$ cat config.mk
export PLATFORM = sky130hd
export DESIGN_NAME = wprot_unlock
export DESIGN_NICKNAME = d
export VERILOG_FILES = /design/src/rtl/wprot_pkg.sv /design/src/rtl/wprot_wr_decode.sv /design/src/rtl/wprot_seq.sv /design/src/rtl/wprot_rd_port.sv /design/src/rtl/wprot_gate.sv /design/src/rtl/wprot_unlock.sv
export SDC_FILE = /design/constraint.sdc
export NUM_CORES = 1
export LEC_CHECK = 0
export BUFFER_PORTS_ARGS = -buffer_cell sky130_fd_sc_hd__buf_2
export CAP_MARGIN = 0
export CORE_MARGIN = 10
export CORE_UTILIZATION = 33
export CTS_CLUSTER_SIZE = 28
export DETAILED_ROUTE_END_ITERATION = 6
export PLACE_DENSITY_LB_ADDON = 0.15
export SYNTH_ARGS = -nofsm -noshare
export SYNTH_HDL_FRONTEND = slang
export SYNTH_HIERARCHICAL = 1
export SYNTH_SLANG_ARGS = --single-unit
$ cat constraint.sdc
create_clock -name clk -period 3.5 [get_ports clk]
set_input_delay 0.7 -clock clk [delete_from_list [all_inputs] [get_ports clk]]
set_output_delay 0.7 -clock clk [all_outputs]
set_load 0.05 [all_outputs]
$ cat src/rtl/wprot_pkg.sv
package wprot_pkg;

  localparam logic [7:0] KEY_B0 = 8'h59;
  localparam logic [7:0] KEY_B1 = 8'h16;
  localparam logic [7:0] KEY_B2 = 8'h88;

  typedef enum logic [1:0] {
    ST_IDLE = 2'd0,
    ST_K1   = 2'd1,
    ST_K2   = 2'd2,
    ST_OPEN = 2'd3
  } key_st_t;

  // Next key state for one byte written to the key address.
  function automatic key_st_t key_next(input key_st_t cur, input logic [7:0] b);
    key_st_t nxt;
    case (cur)
      ST_OPEN: nxt = (b == KEY_B0) ? ST_OPEN : ST_IDLE;
      ST_K1:   nxt = (b == KEY_B1) ? ST_K2 : ((b == KEY_B0) ? ST_K1 : ST_IDLE);
      ST_K2:   nxt = (b == KEY_B2) ? ST_OPEN : ((b == KEY_B0) ? ST_K1 : ST_IDLE);
      default: nxt = (b == KEY_B0) ? ST_K1 : ST_IDLE;
    endcase
    return nxt;
  endfunction

endpackage

$ cat src/rtl/wprot_wr_decode.sv
module wprot_wr_decode #(
  parameter int ADDR_W = 12,
  parameter logic [ADDR_W-1:0] PROT_ADDR = 'h100
) (
  input  logic              wr,
  input  logic [ADDR_W-1:0] waddr,
  input  logic [7:0]        wdata,
  output logic              key_hit,
  output logic [7:0]        key_byte
);
  always_comb begin
    key_hit  = wr && (waddr == PROT_ADDR);
    key_byte = wdata;
  end
endmodule

$ cat src/rtl/wprot_seq.sv
module wprot_seq
  import wprot_pkg::*;
(
  input  logic       clk,
  input  logic       rst_n,
  input  logic       key_hit,
  input  logic [7:0] key_byte,
  output logic       unlocked
);
  key_st_t st, st_nxt;

  always_comb begin
    st_nxt = st;
    if (key_hit) st_nxt = key_next(st, key_byte);
  end

  always_ff @(posedge clk or negedge rst_n) begin
    if (!rst_n) st <= ST_IDLE;
    else        st <= st_nxt;
  end

  assign unlocked = (st == ST_OPEN);


  unlock_after_key_chk: assert property (@(posedge clk) disable iff (!rst_n)
    $rose(unlocked) |-> $past(key_hit && key_byte == KEY_B2 && st == ST_K2));


  no_hit_stable_chk: assert property (@(posedge clk) disable iff (!rst_n)
    !key_hit |=> $stable(st));


  relock_chk: assert property (@(posedge clk) disable iff (!rst_n)
    (unlocked && key_hit && key_byte != KEY_B0) |=> !unlocked);


  first_byte_restart_chk: assert property (@(posedge clk) disable iff (!rst_n)
    (!unlocked && key_hit && key_byte == KEY_B0) |=> (st == ST_K1));
endmodule

$ cat src/rtl/wprot_rd_port.sv
module wprot_rd_port #(
  parameter int ADDR_W = 12,
  parameter int DATA_W = 32,
  parameter logic [ADDR_W-1:0] PROT_ADDR = 'h100
) (
  input  logic              clk,
  input  logic              rst_n,
  input  logic [ADDR_W-1:0] raddr,
  input  logic              unlocked,
  output logic [DATA_W-1:0] rdata
);
  always_comb begin
    rdata = '0;
    if (raddr == PROT_ADDR) rdata[0] = unlocked;
  end


  rd_upper_zero_chk: assert property (@(posedge clk) disable iff (!rst_n)
    rdata[DATA_W-1:1] == '0);
endmodule

$ cat src/rtl/wprot_gate.sv
module wprot_gate #(
  parameter int NUM_PROT = 8
) (
  input  logic                clk,
  input  logic                rst_n,
  input  logic                unlocked,
  input  logic [NUM_PROT-1:0] we_in,
  output logic [NUM_PROT-1:0] we_out
);
  for (genvar i = 0; i < NUM_PROT; i++) begin : g_lane
    assign we_out[i] = we_in[i] & unlocked;
  end


  locked_quiet_chk: assert property (@(posedge clk) disable iff (!rst_n)
    !unlocked |-> (we_out == '0));
endmodule

$ cat src/rtl/wprot_unlock.sv
module wprot_unlock #(
  parameter int ADDR_W = 12,
  parameter int DATA_W = 32,
  parameter int NUM_PROT = 8,
  parameter logic [ADDR_W-1:0] PROT_ADDR = 'h100
) (
  input  logic                clk,
  input  logic                rst_n,
  input  logic                bus_wr,
  input  logic [ADDR_W-1:0]   bus_waddr,
  input  logic [7:0]          bus_wdata,
  input  logic [ADDR_W-1:0]   bus_raddr,
  output logic [DATA_W-1:0]   bus_rdata,
  input  logic [NUM_PROT-1:0] prot_we_in,
  output logic [NUM_PROT-1:0] prot_we_out,
  output logic                unlocked
);
  logic       key_hit;
  logic [7:0] key_byte;

  wprot_wr_decode #(.ADDR_W(ADDR_W), .PROT_ADDR(PROT_ADDR)) u_dec (
    .wr(bus_wr), .waddr(bus_waddr), .wdata(bus_wdata),
    .key_hit(key_hit), .key_byte(key_byte)
  );

  wprot_seq u_seq (
    .clk(clk), .rst_n(rst_n), .key_hit(key_hit), .key_byte(key_byte),
    .unlocked(unlocked)
  );

  wprot_rd_port #(.ADDR_W(ADDR_W), .DATA_W(DATA_W), .PROT_ADDR(PROT_ADDR)) u_rd (
    .clk(clk), .rst_n(rst_n), .raddr(bus_raddr), .unlocked(unlocked),
    .rdata(bus_rdata)
  );

  wprot_gate #(.NUM_PROT(NUM_PROT)) u_gate (
    .clk(clk), .rst_n(rst_n), .unlocked(unlocked),
    .we_in(prot_we_in), .we_out(prot_we_out)
  );
endmodule

==> impl_metrics.yaml <==
timing:
  rsz0062_at_grt: "false"
  min_period_over_period_pct: 63.2
  holdWs_ps: 247
  period_minus_slack_ps: 2210
  fmax_mhz: 452
  finalSetupViolations: 0
  finClkSkew_ps: 1.45
  slew_viol_final: 0
  finalHoldViolCount: 0
  setup-tns-final_ps: 0
critical_path:
  crit_chain: "buf_2, nor4_1, and4_1, buf_2"
  crit_slowest_cell: "buf_2"
  cp.arrival_ps: 1510
  crit_top_cell: "buf_2"
  path_class: "input pin to output port"
  crit_path_end_kind: "output port"
  cp_slowest_stage_delay_ps: 260
  crit_fanout: 1
  crit_buf_inv: 2
  cp-start-kind: "input pin"
  path_delay_family: "simple AND/OR/NAND/NOR gates"
  cp.required_ps: 2800
drt:
  num_vias: 590
  drt_first_pass_iters: 4
  drcViolationCount: 0
  via_per_inst: 3.99
  wl_per_cell_um: 12.9
  drt_wl_total_um: 1900
  dr.first_iter.drc_count: 15
  ant_nets: 0
cts:
  cts_tree: "done"
  clk_path_buf_depth: 2
  hold_buffers: 0
  cts_buffers: 3
  path_clk_slew_ps: 30
  clockRootBuffer: "clkbuf_4"
  h-tree-depth: 1
  cts.sinks: 2
  ctsResizeCount: 0
  post-cts-setup-buffers: 0
  clk_latency_ps: 230
cells_and_area:
  instances_no_fill: 148
  fin_nets: 168
  fill_cells: 199
  utilization_pct: 42.9
  seq_area_um2: 50.0
  regMostFlops: "u_seq/st"
  largest_reg_flops: 2
  multiInputGateArea_um2: 369
  area_delta_synth_final_pct: 22.1
  layout-drive-gt1-share_pct: 49.6
  diodes: 0
  largestRegisters: "u_seq/st x2"
grt:
  grt_util_all_layers_pct: 9.34
  grt_pass1_wl_um: 3040
  first_global_vias: 671
  overflow: 0
  grt_max_degree: 11
  antenna_found_initial: 0
placed_design:
  port_buffers: 52
  place.gp.congestion: 0.634
  dp_hpwl_um: 1800
  placed_cells: 145
floorplanning:
  start_util_pct: 35.1
  die_height_um: 62.9
  die_x_um: 62.9
  dieArea_um2: 3950
  core_area_um2: 1730
  rows: 15
  io_pins: 84
min_path:
  hold_path.class: "input pin to asynchronous set/reset pin"
synth:
  yosys.area.top_type: "buf_4"
  synthesis.area_um2: 607
  synth_top_cell_area_share_pct: 48.2
  synth_area_leaders: "buf_4, and2_1, dfrtp_1"
  ys_seq_elements: 2
  synthCells: 77
  syn_area_per_cell_um2: 7.88
  synth_flop_cell: "dfrtp_1"
  yosysMostFrequentCell: "buf_4"
  yosysSeqAreaShare_pct: 8.25
  yosysWarningCount: 6
  ys_async_sr_fraction_pct: 100
  yosys-top-cells-count: "buf_4, and2_1, nor3b_1"
  post_synth_num_cell_types: 22
  synth_edf_count: 0
run_status:
  status: "finished, final reports clean"
power_and_ir_drop:
  ir_drop_uv: 91.3
  p_leak_uw: 0.000444
  powerDensity_nw_per_um2: 241
  p_total_uw: 179
run:
  drv_cap: 0
==> report_power, final <==
part	leakage, uW	internal, uW	switching, uW
logic	0.000403	19.4	83.1
clock network	0.0000138	38.0	15.1
registers	0.0000280	23.3	0.000772
==> routing by layer <==
layer  GRT usage (%)  share of wire [%]  up-vias
met1            9.32                 41      249
met5               0                  0        -
met3            4.66                 11        2
met2            15.1                 47       55
li1                -                  -      284
met4            5.87               0.84        0
==> per-stage QoR <==
stage	setup WS [ps]	instance area [um^2]
global route	1120	741
CTS	1260	741
floorplan	1360	719
global placement	1310	718
finish	1290	741
detailed placement	1270	718
==> placed cells by master, fill, tap and decap left out <==
| master | count |
|---|---|
| a32o_1 | 1 |
| nand4_1 | 1 |
| nor2b_1 | 2 |
| a41oi_2 | 1 |
| and4bb_2 | 1 |
| inv_1 | 2 |
| and2_1 | 8 |
| nor3b_1 | 3 |
| nor2_1 | 2 |
| nor4_1 | 2 |
| and4_1 | 2 |
| nor3_1 | 1 |
| nor4b_2 | 2 |
| conb_1 | 31 |
| and2_2 | 1 |
| o211ai_1 | 1 |
| a22o_2 | 1 |
| clkbuf_4 | 3 |
| nand3_1 | 1 |
| dfrtp_1 | 2 |
| and4bb_1 | 1 |
| nand2_1 | 2 |
| buf_2 | 52 |
==> worst reg2reg max path, delay by kind of cell (launching register included) <==
family	cells	cell delay, ps
flops	1	410
simple gates	1	230
compound gates	3	560
==> worst paths after layout <==
check,from,to,slack (ps),cells after the start
max,bus_raddr[1],bus_rdata[0],1290,4
min,rst_n,u_seq/st[0],250,1
max reg2reg,u_seq/st[0],u_seq/st[1],2180,4
min reg2reg,u_seq/st[1],u_seq/st[1],560,1
max in group asynchronous,rst_n,u_seq/st[1],3160,1
min in group clk,u_seq/st[1],u_seq/st[1],560,1
==> logic make-up (layout without fill, tap and decap cells) <==
logic type,count (synthesis),after routing,synth area share (%)
buf+inv,41,57,49.5
simple gates,29,29,34.4
compound gates,4,4,7.22
flops,2,2,8.25
other cells,1,31,0.618
==> cell type report <==
class | instances | share of cell area (%)
multi-input cells | 64 | 49.8
repair buffers | 52 | 35.1
flip-flops and latches | 2 | 6.76
well taps | 25 | 4.22
clock buffers | 3 | 3.04
inverters | 2 | 1.01
(Power assumes the default switching activity.)
